===== config.mk =====
export PLATFORM = sky130hd
export DESIGN_NAME = gpio_port_ctrl
export DESIGN_NICKNAME = d
export VERILOG_FILES = /design/src/rtl/gpio_pkg.sv /design/src/rtl/gpio_addr_decode.sv /design/src/rtl/gpio_in_sync.sv /design/src/rtl/gpio_port_regs.sv /design/src/rtl/gpio_rd_mux.sv /design/src/rtl/gpio_port_ctrl.sv
export SDC_FILE = /design/constraint.sdc
export NUM_CORES = 1
export LEC_CHECK = 0
export BUFFER_PORTS_ARGS = -buffer_cell sky130_fd_sc_hd__buf_2
export CAP_MARGIN = 20
export CORE_MARGIN = 1.5
export CORE_UTILIZATION = 30
export CTS_BUF_LIST = sky130_fd_sc_hd__clkbuf_16
export DETAILED_ROUTE_END_ITERATION = 10
export PLACE_DENSITY = 0.57
export SLEW_MARGIN = 30
export SYNTH_ARGS = -nofsm -noshare
export SYNTH_HDL_FRONTEND = slang
export SYNTH_HIERARCHICAL = 1
export SYNTH_SLANG_ARGS = --single-unit

===== constraint.sdc =====
create_clock -name clk -period 3.3 [get_ports clk]
set_input_delay 0.165 -clock clk [delete_from_list [all_inputs] [get_ports clk]]
set_output_delay 0.165 -clock clk [all_outputs]
set_load 0.01 [all_outputs]

===== src/rtl/gpio_pkg.sv =====
package gpio_pkg;

  typedef enum logic [3:0] {
    RK_NONE,
    RK_BYTE,
    RK_WORD,
    RK_DIR,
    RK_MASK,
    RK_LEVEL,
    RK_MLEVEL,
    RK_SET,
    RK_CLR,
    RK_TGL,
    RK_DSET,
    RK_DCLR,
    RK_DTGL
  } reg_kind_e;

  // Control slots are 128 bytes apart, starting at 0x2000
  localparam int unsigned CTRL_STRIDE_LG = 7;
  localparam logic [15:0] OFS_DIR    = 16'h2000;
  localparam logic [15:0] OFS_MASK   = 16'h2080;
  localparam logic [15:0] OFS_LEVEL  = 16'h2100;
  localparam logic [15:0] OFS_MLEVEL = 16'h2180;
  localparam logic [15:0] OFS_SET    = 16'h2200;
  localparam logic [15:0] OFS_CLR    = 16'h2280;
  localparam logic [15:0] OFS_TGL    = 16'h2300;
  localparam logic [15:0] OFS_DSET   = 16'h2380;
  localparam logic [15:0] OFS_DCLR   = 16'h2400;
  localparam logic [15:0] OFS_DTGL   = 16'h2480;

endpackage


===== src/rtl/gpio_addr_decode.sv =====
module gpio_addr_decode
  import gpio_pkg::*;
#(
  parameter int AW = 14,
  parameter int PW = 5
) (
  input  logic [AW-1:0] addr,
  output reg_kind_e     kind,
  output logic [PW-1:0] pin
);

  localparam int RW = AW - 12;
  localparam int SW = 12 - CTRL_STRIDE_LG;

  logic [RW-1:0] region;
  logic [SW-1:0] slot;

  assign region = addr[AW-1:12];
  assign slot   = addr[11:CTRL_STRIDE_LG];

  always_comb begin
    kind = RK_NONE;
    pin  = '0;
    if (region == RW'(0)) begin
      if (addr[11:PW] == '0) begin
        kind = RK_BYTE;
        pin  = addr[PW-1:0];
      end
    end else if (region == RW'(1)) begin
      if ((addr[11:PW+2] == '0) && (addr[1:0] == 2'b00)) begin
        kind = RK_WORD;
        pin  = addr[PW+1:2];
      end
    end else if ((region == RW'(2)) && (addr[CTRL_STRIDE_LG-1:0] == '0)) begin
      case (slot)
        SW'(0):  kind = RK_DIR;
        SW'(1):  kind = RK_MASK;
        SW'(2):  kind = RK_LEVEL;
        SW'(3):  kind = RK_MLEVEL;
        SW'(4):  kind = RK_SET;
        SW'(5):  kind = RK_CLR;
        SW'(6):  kind = RK_TGL;
        SW'(7):  kind = RK_DSET;
        SW'(8):  kind = RK_DCLR;
        SW'(9):  kind = RK_DTGL;
        default: kind = RK_NONE;
      endcase
    end
  end

endmodule


===== src/rtl/gpio_in_sync.sv =====
module gpio_in_sync #(
  parameter int W      = 32,
  parameter int STAGES = 2
) (
  input  logic         clk,
  input  logic         rst,
  input  logic [W-1:0] din,
  output logic [W-1:0] dout
);

  logic [W-1:0] stg [STAGES];

  for (genvar s = 0; s < STAGES; s++) begin : g_stage
    if (s == 0) begin : g_first
      always_ff @(posedge clk) begin
        if (rst) stg[s] <= '0;
        else     stg[s] <= din;
      end
    end else begin : g_next
      always_ff @(posedge clk) begin
        if (rst) stg[s] <= '0;
        else     stg[s] <= stg[s-1];
      end
    end
  end

  assign dout = stg[STAGES-1];

endmodule


===== src/rtl/gpio_port_regs.sv =====
module gpio_port_regs
  import gpio_pkg::*;
#(
  parameter int NP = 32,
  parameter int PW = 5
) (
  input  logic          clk,
  input  logic          rst,
  input  logic          wr_en,
  input  reg_kind_e     kind,
  input  logic [PW-1:0] pin,
  input  logic [NP-1:0] wdata,
  output logic [NP-1:0] lat_q,
  output logic [NP-1:0] dir_q,
  output logic [NP-1:0] mask_q
);

  always_ff @(posedge clk) begin
    if (rst) begin
      lat_q  <= '0;
      dir_q  <= '0;
      mask_q <= '0;
    end else if (wr_en) begin
      case (kind)
        RK_BYTE:   lat_q[pin] <= |wdata[7:0];
        RK_WORD:   lat_q[pin] <= |wdata;
        RK_DIR:    dir_q      <= wdata;
        RK_MASK:   mask_q     <= wdata;
        RK_LEVEL:  lat_q      <= wdata;
        RK_MLEVEL: lat_q      <= (lat_q & mask_q) | (wdata & ~mask_q);
        RK_SET:    lat_q      <= lat_q | wdata;
        RK_CLR:    lat_q      <= lat_q & ~wdata;
        RK_TGL:    lat_q      <= lat_q ^ wdata;
        RK_DSET:   dir_q      <= dir_q | wdata;
        RK_DCLR:   dir_q      <= dir_q & ~wdata;
        RK_DTGL:   dir_q      <= dir_q ^ wdata;
        default: ;
      endcase
    end
  end

endmodule


===== src/rtl/gpio_rd_mux.sv =====
module gpio_rd_mux
  import gpio_pkg::*;
#(
  parameter int NP = 32,
  parameter int PW = 5
) (
  input  reg_kind_e     kind,
  input  logic [PW-1:0] pin,
  input  logic [NP-1:0] lat,
  input  logic [NP-1:0] dir,
  input  logic [NP-1:0] mask,
  input  logic [NP-1:0] sync_in,
  output logic [NP-1:0] rd_val
);

  logic [NP-1:0] level;

  assign level = (dir & lat) | (~dir & sync_in);

  always_comb begin
    case (kind)
      RK_BYTE:   rd_val = NP'(level[pin]);
      RK_WORD:   rd_val = {NP{level[pin]}};
      RK_DIR:    rd_val = dir;
      RK_MASK:   rd_val = mask;
      RK_LEVEL:  rd_val = level;
      RK_MLEVEL: rd_val = level & ~mask;
      RK_SET:    rd_val = lat;
      default:   rd_val = '0;
    endcase
  end

endmodule


===== src/rtl/gpio_port_ctrl.sv =====
module gpio_port_ctrl
  import gpio_pkg::*;
#(
  parameter int NPINS       = 32,
  parameter int AW          = 14,
  parameter int SYNC_STAGES = 2
) (
  input  logic             clk,
  input  logic             rst,
  input  logic [AW-1:0]    bus_addr,
  input  logic [NPINS-1:0] bus_wdata,
  input  logic             bus_we,
  input  logic             bus_re,
  output logic [NPINS-1:0] bus_rdata,
  input  logic [NPINS-1:0] pin_in,
  output logic [NPINS-1:0] pin_out,
  output logic [NPINS-1:0] pin_oe
);

  localparam int PW = $clog2(NPINS);

  reg_kind_e        kind;
  logic [PW-1:0]    pin_idx;
  logic [NPINS-1:0] lat_q;
  logic [NPINS-1:0] dir_q;
  logic [NPINS-1:0] mask_q;
  logic [NPINS-1:0] sync_q;
  logic [NPINS-1:0] rd_val;
  logic [NPINS-1:0] rdata_q;

  gpio_addr_decode #(.AW(AW), .PW(PW)) u_dec (
    .addr (bus_addr),
    .kind (kind),
    .pin  (pin_idx)
  );

  gpio_in_sync #(.W(NPINS), .STAGES(SYNC_STAGES)) u_sync (
    .clk  (clk),
    .rst  (rst),
    .din  (pin_in),
    .dout (sync_q)
  );

  gpio_port_regs #(.NP(NPINS), .PW(PW)) u_regs (
    .clk    (clk),
    .rst    (rst),
    .wr_en  (bus_we),
    .kind   (kind),
    .pin    (pin_idx),
    .wdata  (bus_wdata),
    .lat_q  (lat_q),
    .dir_q  (dir_q),
    .mask_q (mask_q)
  );

  gpio_rd_mux #(.NP(NPINS), .PW(PW)) u_rmux (
    .kind    (kind),
    .pin     (pin_idx),
    .lat     (lat_q),
    .dir     (dir_q),
    .mask    (mask_q),
    .sync_in (sync_q),
    .rd_val  (rd_val)
  );

  always_ff @(posedge clk) begin
    if (rst)         rdata_q <= '0;
    else if (bus_re) rdata_q <= rd_val;
    else             rdata_q <= '0;
  end

  assign bus_rdata = rdata_q;
  assign pin_out   = lat_q;
  assign pin_oe    = dir_q;

endmodule


Word level (Yosys, flattened, before mapping)
Memory sizes are Yosys's and may differ from the RTL's.
Cells that the tools add are included.
Storage, ports and cells
  word-level logic and storage cells: 81
  output and inout bits: 96
  bits in read-only memories: 64
  bits in writable memories: 64
  register bits after elaboration: 128
  memories kept: 2
  input bits: 82
Memory list
  (no name shown): words 16, width 4, rd ports 1, clocked after Yosys merged registers in 0, write ports 0, RTL line gpio_addr_decode.sv:35  | case (slot)
  u_sync.stg: words 2, width 32, rd ports 2, clocked after Yosys merged registers in 0, write ports 2, RTL line gpio_in_sync.sv:11  | logic [W-1:0] stg [STAGES];
Cells by class
  mux-type cells: 24
  eq/ne operators: 14
  reduce and logical (&&, ||, !) cells: 16
  bitwise logic cells: 19
  magnitude comparators: 2
Operators with widths (count)
  $pmux 32 s7: 2
  $and 32x32->32: 7
  $or 32x32->32: 4
  $pmux 32 s4: 1
  $not 32->32: 3
  $bwmux 32: 2
  $mux 32: 2
  $xor 32x32->32: 2
  $reduce_or 32->1: 1
  $eq 4x4->1 const B: 5
  $mux 5: 4
  $eq 4x3->1 const B: 4
  $mux 4: 4
  $logic_not 7->1: 2
  $eq 4x2->1 const B: 2
  $reduce_or 8->1: 1
  $reduce_bool 7->1: 1
  $lt 5x6->1 const B: 1
  $mux 1: 6
  $reduce_and 2->1: 3
  $bmux 1 s5: 1
  $demux 1 s5: 1
  $ge 5x1->1 const B: 1
  $logic_not 5->1: 1
  10 further kinds: 14

Depth between registers and ports, before layout
  depth after elaboration: 11
  depth in mapped cells: 15
  gate-level depth less buffers: 12

Modules after synthesis
Netlist, hierarchy kept.
By module, submodules not included
  gpio_port_regs: sequential area each 1921.8 µm², area each 8267.9 µm², instances 1, cells each 1106
  gpio_in_sync: sequential area each 1281.2 µm², area each 1918.1 µm², instances 1, cells each 135
  gpio_rd_mux: sequential area each 0.0 µm², area each 1681.6 µm², instances 1, cells each 227
  gpio_port_ctrl: sequential area each 640.6 µm², area each 998.5 µm², instances 1, cells each 70
  gpio_addr_decode: sequential area each 0.0 µm², area each 286.5 µm², instances 1, cells each 37

Least setup slack after synthesis
No wires, ideal clock.
  path type: input to register
  start point: in bus_addr[8]
  end point: reg rdata_q[23] (netlist: bus_rdata[23])
  stages: 14
  data required time: 3183 ps
  buffers on the path: 3
  path slack: 398 ps
  arrival: 2785 ps
  setup time: 117 ps
  path through: inv_1 > ha_1 > nand2b_4 > or4_4 > buf_6 > nor2_2 > buf_2 > mux4_2 > nand2_1 > a311oi_2 > nand4_2 > buf_6 > o211ai_2 > and3b_2
Between the ends
  longest elaborated chain between the ends: 8
  elaborated cells on any way between the ends: 24
  those cells by class: 7 x eq/ne; 13 x mux; 3 x reduce/logical; 1 x memory
Ends and longest elaborated chain
  from (decl): RTL line gpio_port_ctrl.sv:10  | input logic [AW-1:0] bus_addr,
  $logic_not 5->1: RTL line gpio_addr_decode.sv:30  | if ((addr[11:PW+2] == '0) && (addr[1:0] == 2'b00)) begin
  $logic_and 1x1->1: RTL line gpio_addr_decode.sv:30
  $mux 5: RTL line gpio_addr_decode.sv:30
  $mux 5: RTL line gpio_addr_decode.sv:29  | end else if (region == RW'(1)) begin
  $mux 5 *: RTL line gpio_addr_decode.sv:24  | if (region == RW'(0)) begin
  named net pin_idx[2]: RTL line gpio_port_ctrl.sv:23  | logic [PW-1:0] pin_idx;
  $bmux 1 s5 *: RTL line gpio_rd_mux.sv:23  | RK_WORD: rd_val = {NP{level[pin]}};
  $mux 1 (implied by the code) *: RTL line gpio_rd_mux.sv:23
  $pmux 32 s7 *: RTL line gpio_rd_mux.sv:21  | case (kind)
  named net rd_val[23]: RTL line gpio_port_ctrl.sv:28  | logic [NPINS-1:0] rd_val;
  to (signal assigned): RTL line gpio_port_ctrl.sv:68  | else if (bus_re) rdata_q <= rd_val;
  to (decl): RTL line gpio_port_ctrl.sv:29  | logic [NPINS-1:0] rdata_q;
The timed path passes the listed nets; every way through them passes the cells marked *. The select of a mux whose other input is x is not followed.
A chain may end at the register's enable or synchronous reset.

==> results by group <==
Clock network
  – H-tree depth: 4
  – Reg clk slew, reported paths: ~0.07 ns
  – Latest clock arrival within the worst-skew pair: ~0.48 ns
  – Clock root cell: clkbuf_16
  – CTS Buf Count: 17
  – CTS tree: built
  – Resized Gates After CTS: 0
  – Clk sinks: ~190
  – Max clock buf depth: 2

Synthesis
  – Main flop type after synthesis: dfxtp_1
  – Post-Synth Simple-Gate Area: 20.0%
  – Yosys reg bits: ~190
  – Synth top area share: 29.2%
  – Largest family of logic cells by synthesized area: compound AO/OA/AOI/OAI gates
  – Avg Inst Size Synth: 8.35 um^2
  – Mapped Area: about 13000 um^2
  – Netlist cell types: 70
  – Post-synth EDFFs: 0
  – Area contributors post-synth: dfxtp_1 29%, ha_1 12%, o21ai_0 5.1%
  – Cell taking the most area after synthesis: dfxtp_1
  – Mux cell area share after synthesis: 4.99%
  – Post-Synth XOR/XNOR Area: 0.0666%
  – Post-synth net total: 1788
  – Synth Area in Adders: 12.5%
  – Async S/R FF share, synth: 0%
  – Cells after Synth: 1575
  – Synth Area in Compound Gates: roughly a quarter
  – Register area share after synthesis: between 20 and 30%
  – Yosys warnings: 6

STA
  – Final setup viols: 0
  – Final Hold Viols: 0
  – Clock skew: 0.0123 ns
  – Fin crit period: 2.78 ns
  – Worst-Margin Slew: about 0.93 ns
  – Slew headroom: a little under two fifths
  – Tcrit/Tclk final: around 84%
  – Final WS setup: around 0.52 ns
  – RSZ-0062 raised after global routing: false
  – Final Max Slew Viols: 0
  – Min Hold Slack: about 0.027 ns
  – Total Negative Setup Slacks: 0 ns
  – Max Clk Rate: 0.359 GHz

Placement
  – Post-place setup slack: approximately 0.076 ns
  – Dpl hpwl: 35.7 mm
  – Routability cong.: around 0.9
  – Buffers added on ports: roughly 180

Worst setup path
  – CP max-delay cell: or4_4
  – Startpoint types: input pin
  – Crit path DAT: 3.17 ns
  – Crit-path cells: buf_2, inv_1, ha_1, nand2b_4, or4_4, o22ai_4, buf_4, buf_4, nand2_1, o2bb2ai_1, nand2_1, a311oi_1
  – Reg2reg path depth: 8
  – Critical path startpoint: bus_addr[8]
  – Crit path buffers/inverters: 4
  – Total stage count of the critical path: 12
  – RR Startpoint: u_regs/dir_q[17]$_SDFFE_PP0P_
  – Critical path capture point type: flip-flop
  – Family with the most delay on the worst path: simple AND/OR/NAND/NOR gates
  – RR Endpoint: bus_rdata[7]$_SDFF_PP0_
  – Largest fanout on the critical path: 26
  – Largest stage delay, worst path: around 0.53 ns
  – CP Data Required Time: around 3.7 ns
  – Crit Path Class: input pin to flip-flop
  – Flop-to-flop setup slack: 0.81 ns

Global routing
  – Initial antenna violation count: 0
  – Largest net degree at the start of global routing: 67
  – GR peak layer: met2
  – Grt met3 use: under 10%
  – M2 GR Usage: 36.2%
  – Total track usage: between 20 and 25%
  – Global route overflow: 0
  – Met1 Usage GRT: about 29%
  – First-pass GRT wire length: roughly 76 mm
  – Vias in the first global route: roughly 13000

Route
  – Initial DRT Pass Iterations: 7
  – Detailed Route WL: between 50 and 60 mm
  – Vias per cell: 5.52
  – DR vias: 13100
  – DRC: 0
  – Routed length per instance: 21.5 um
  – Detail Route Antenna Nets: 0
  – DR iter-0 viols: ~1500

Cells and area
  – Multi-input logic area: 8380 um^2
  – Antenna diodes: 0
  – Register area: 3840 um^2
  – # fillers: between 4000 and 5000
  – Layout cells sized above 1: 24.4%
  – Total Nets Final: ~2000
  – Final design utilization: a little under two fifths
  – Syn-to-layout area delta: 22.9%

Die
  – Die width: between 200 and 250 um
  – Core area: between 40000 and 50000 um^2
  – Number of core rows: 76
  – IO Count: about 180
  – Die height: 212 um
  – Initial core utilization: 30.5%
  – Die Area: 45100 um^2

Power and ir drop
  – Static leakage: roughly 0.0065 uW
  – Max VDD drop: ~0.38 mV
  – Pwr/cell area: 304 nW/um^2
  – Final Power: between 4000 and 5000 uW

Min path
  – Hold Crit Depth: 3
  – Worst Hold Class: input pin to flip-flop

Run
  – Max_cap viols: 0

Run status
  – Status: finished clean
[report_power, final]
| group | total (uW) | switching, uW | internal, uW |
|---|---|---|---|
| logic | 439 | 239 | 200 |
| clock network | 2120 | 1060 | 1060 |
| registers | 2360 | 9.41 | 2350 |
| total | 4920 | 1310 | 3610 |
[worst reg2reg max path, cell delays in order (launching register included)]
cell and delay (ns):
dfxtp_1 0.45, mux2i_1 0.51, mux2i_1 0.18, a311oi_1 0.35
a311oi_2 0.17, nand4_2 0.21, buf_12 0.20, nand3_1 0.10
and3b_2 0.21
[how the worst min path moves through the flow]
stage / end / startpoint / slack (ns)
6_report: u_regs/mask_q[23]$_SDFFE_PP0P_ / bus_wdata[23] / 0.03
5_1_grt: u_regs/mask_q[3]$_SDFFE_PP0P_ / bus_wdata[3] / 0.02
4_1_cts: u_regs/mask_q[23]$_SDFFE_PP0P_ / bus_wdata[23] / 0.004
3_5_place_dp: u_sync/stg[0][28]$_SDFF_PP0_ / pin_in[28] / 0.38
3_3_place_gp: u_sync/stg[0][5]$_SDFF_PP0_ / pin_in[5] / 0.37
2_1_floorplan: u_sync/stg[0][0]$_SDFF_PP0_ / pin_in[0] / 0.29
[cell usage in the layout (no fill, tap or decap), types with 15 or more instances in the layout]
cell / instances
dfxtp_1: 192
buf_2: 176
nor2_1: 149
nand2_1: 142
o21ai_0: 134
ha_1: 131
inv_1: 104
a21oi_1: 101
a222oi_1: 64
dlygate4sd3_1: 61
nor2b_2: 61
buf_4: 60
nand3_1: 39
a211oi_1: 34
and3b_2: 32
o2111ai_1: 26
mux2i_1: 24
a32oi_1: 20
clkbuf_16: 17
buf_12: 15
o31a_1: 15
[repair_timing]
action	4_1_cts	5_1_grt
setup buffers	0	0
hold buffers	61	0
endpoints found under the hold margin	61	0
[cells in the mapped netlist, drive strengths merged, types with 9 or more instances]
master   number
nor2        157
nor2b        68
nor4          9
o31a         15
mux2         26
and3b        33
a32oi        20
a311oi        9
o41a         14
a211oi       34
a222oi       64
nand2       142
mux2i        24
ha          131
a22oi        12
dfxtp       192
inv         103
o211ai        9
nand3        43
o2111ai      26
a21oi       101
clkbuf       75
o21ai       140
buf          49
[logic make-up after synthesis]
kind of cell,Yosys count
AOI/OAI and AO/OA,478
xor gates and xnor gates,1
and+or+nand+nor,492
muxes,54
adders and majority gates,131
DFF,192
buffers and inverters,227
[cell type report]
cell class,count,area share (%)
Clock buffer,17,2.63
Clock inverter,15,0.936
Inverter,103,2.39
Timing Repair Buffer,313,13.9
Tap cell,585,4.53
Sequential cell,192,23.8
Multi-Input combinational cell,1156,51.8
[metrics by stage]
step                      instances  cell area [um^2]
after floorplan                1575             13200
final                          2381             16200
after detailed placement       2288             15000
after global placement         2288             15000
after global routing           2381             16200
after CTS                      2381             16200
[per-layer routing]
| metal | vias to the layer above | share of wire, % |
|---|---|---|
| met4 | 0 | 4.3 |
| met3 | 111 | 7.6 |
| met2 | 619 | 47 |
| met1 | 6270 | 42 |
| met5 | - | 0 |
| li1 | 6133 | - |
No activity file was read; power rests on OpenSTA's default activity.
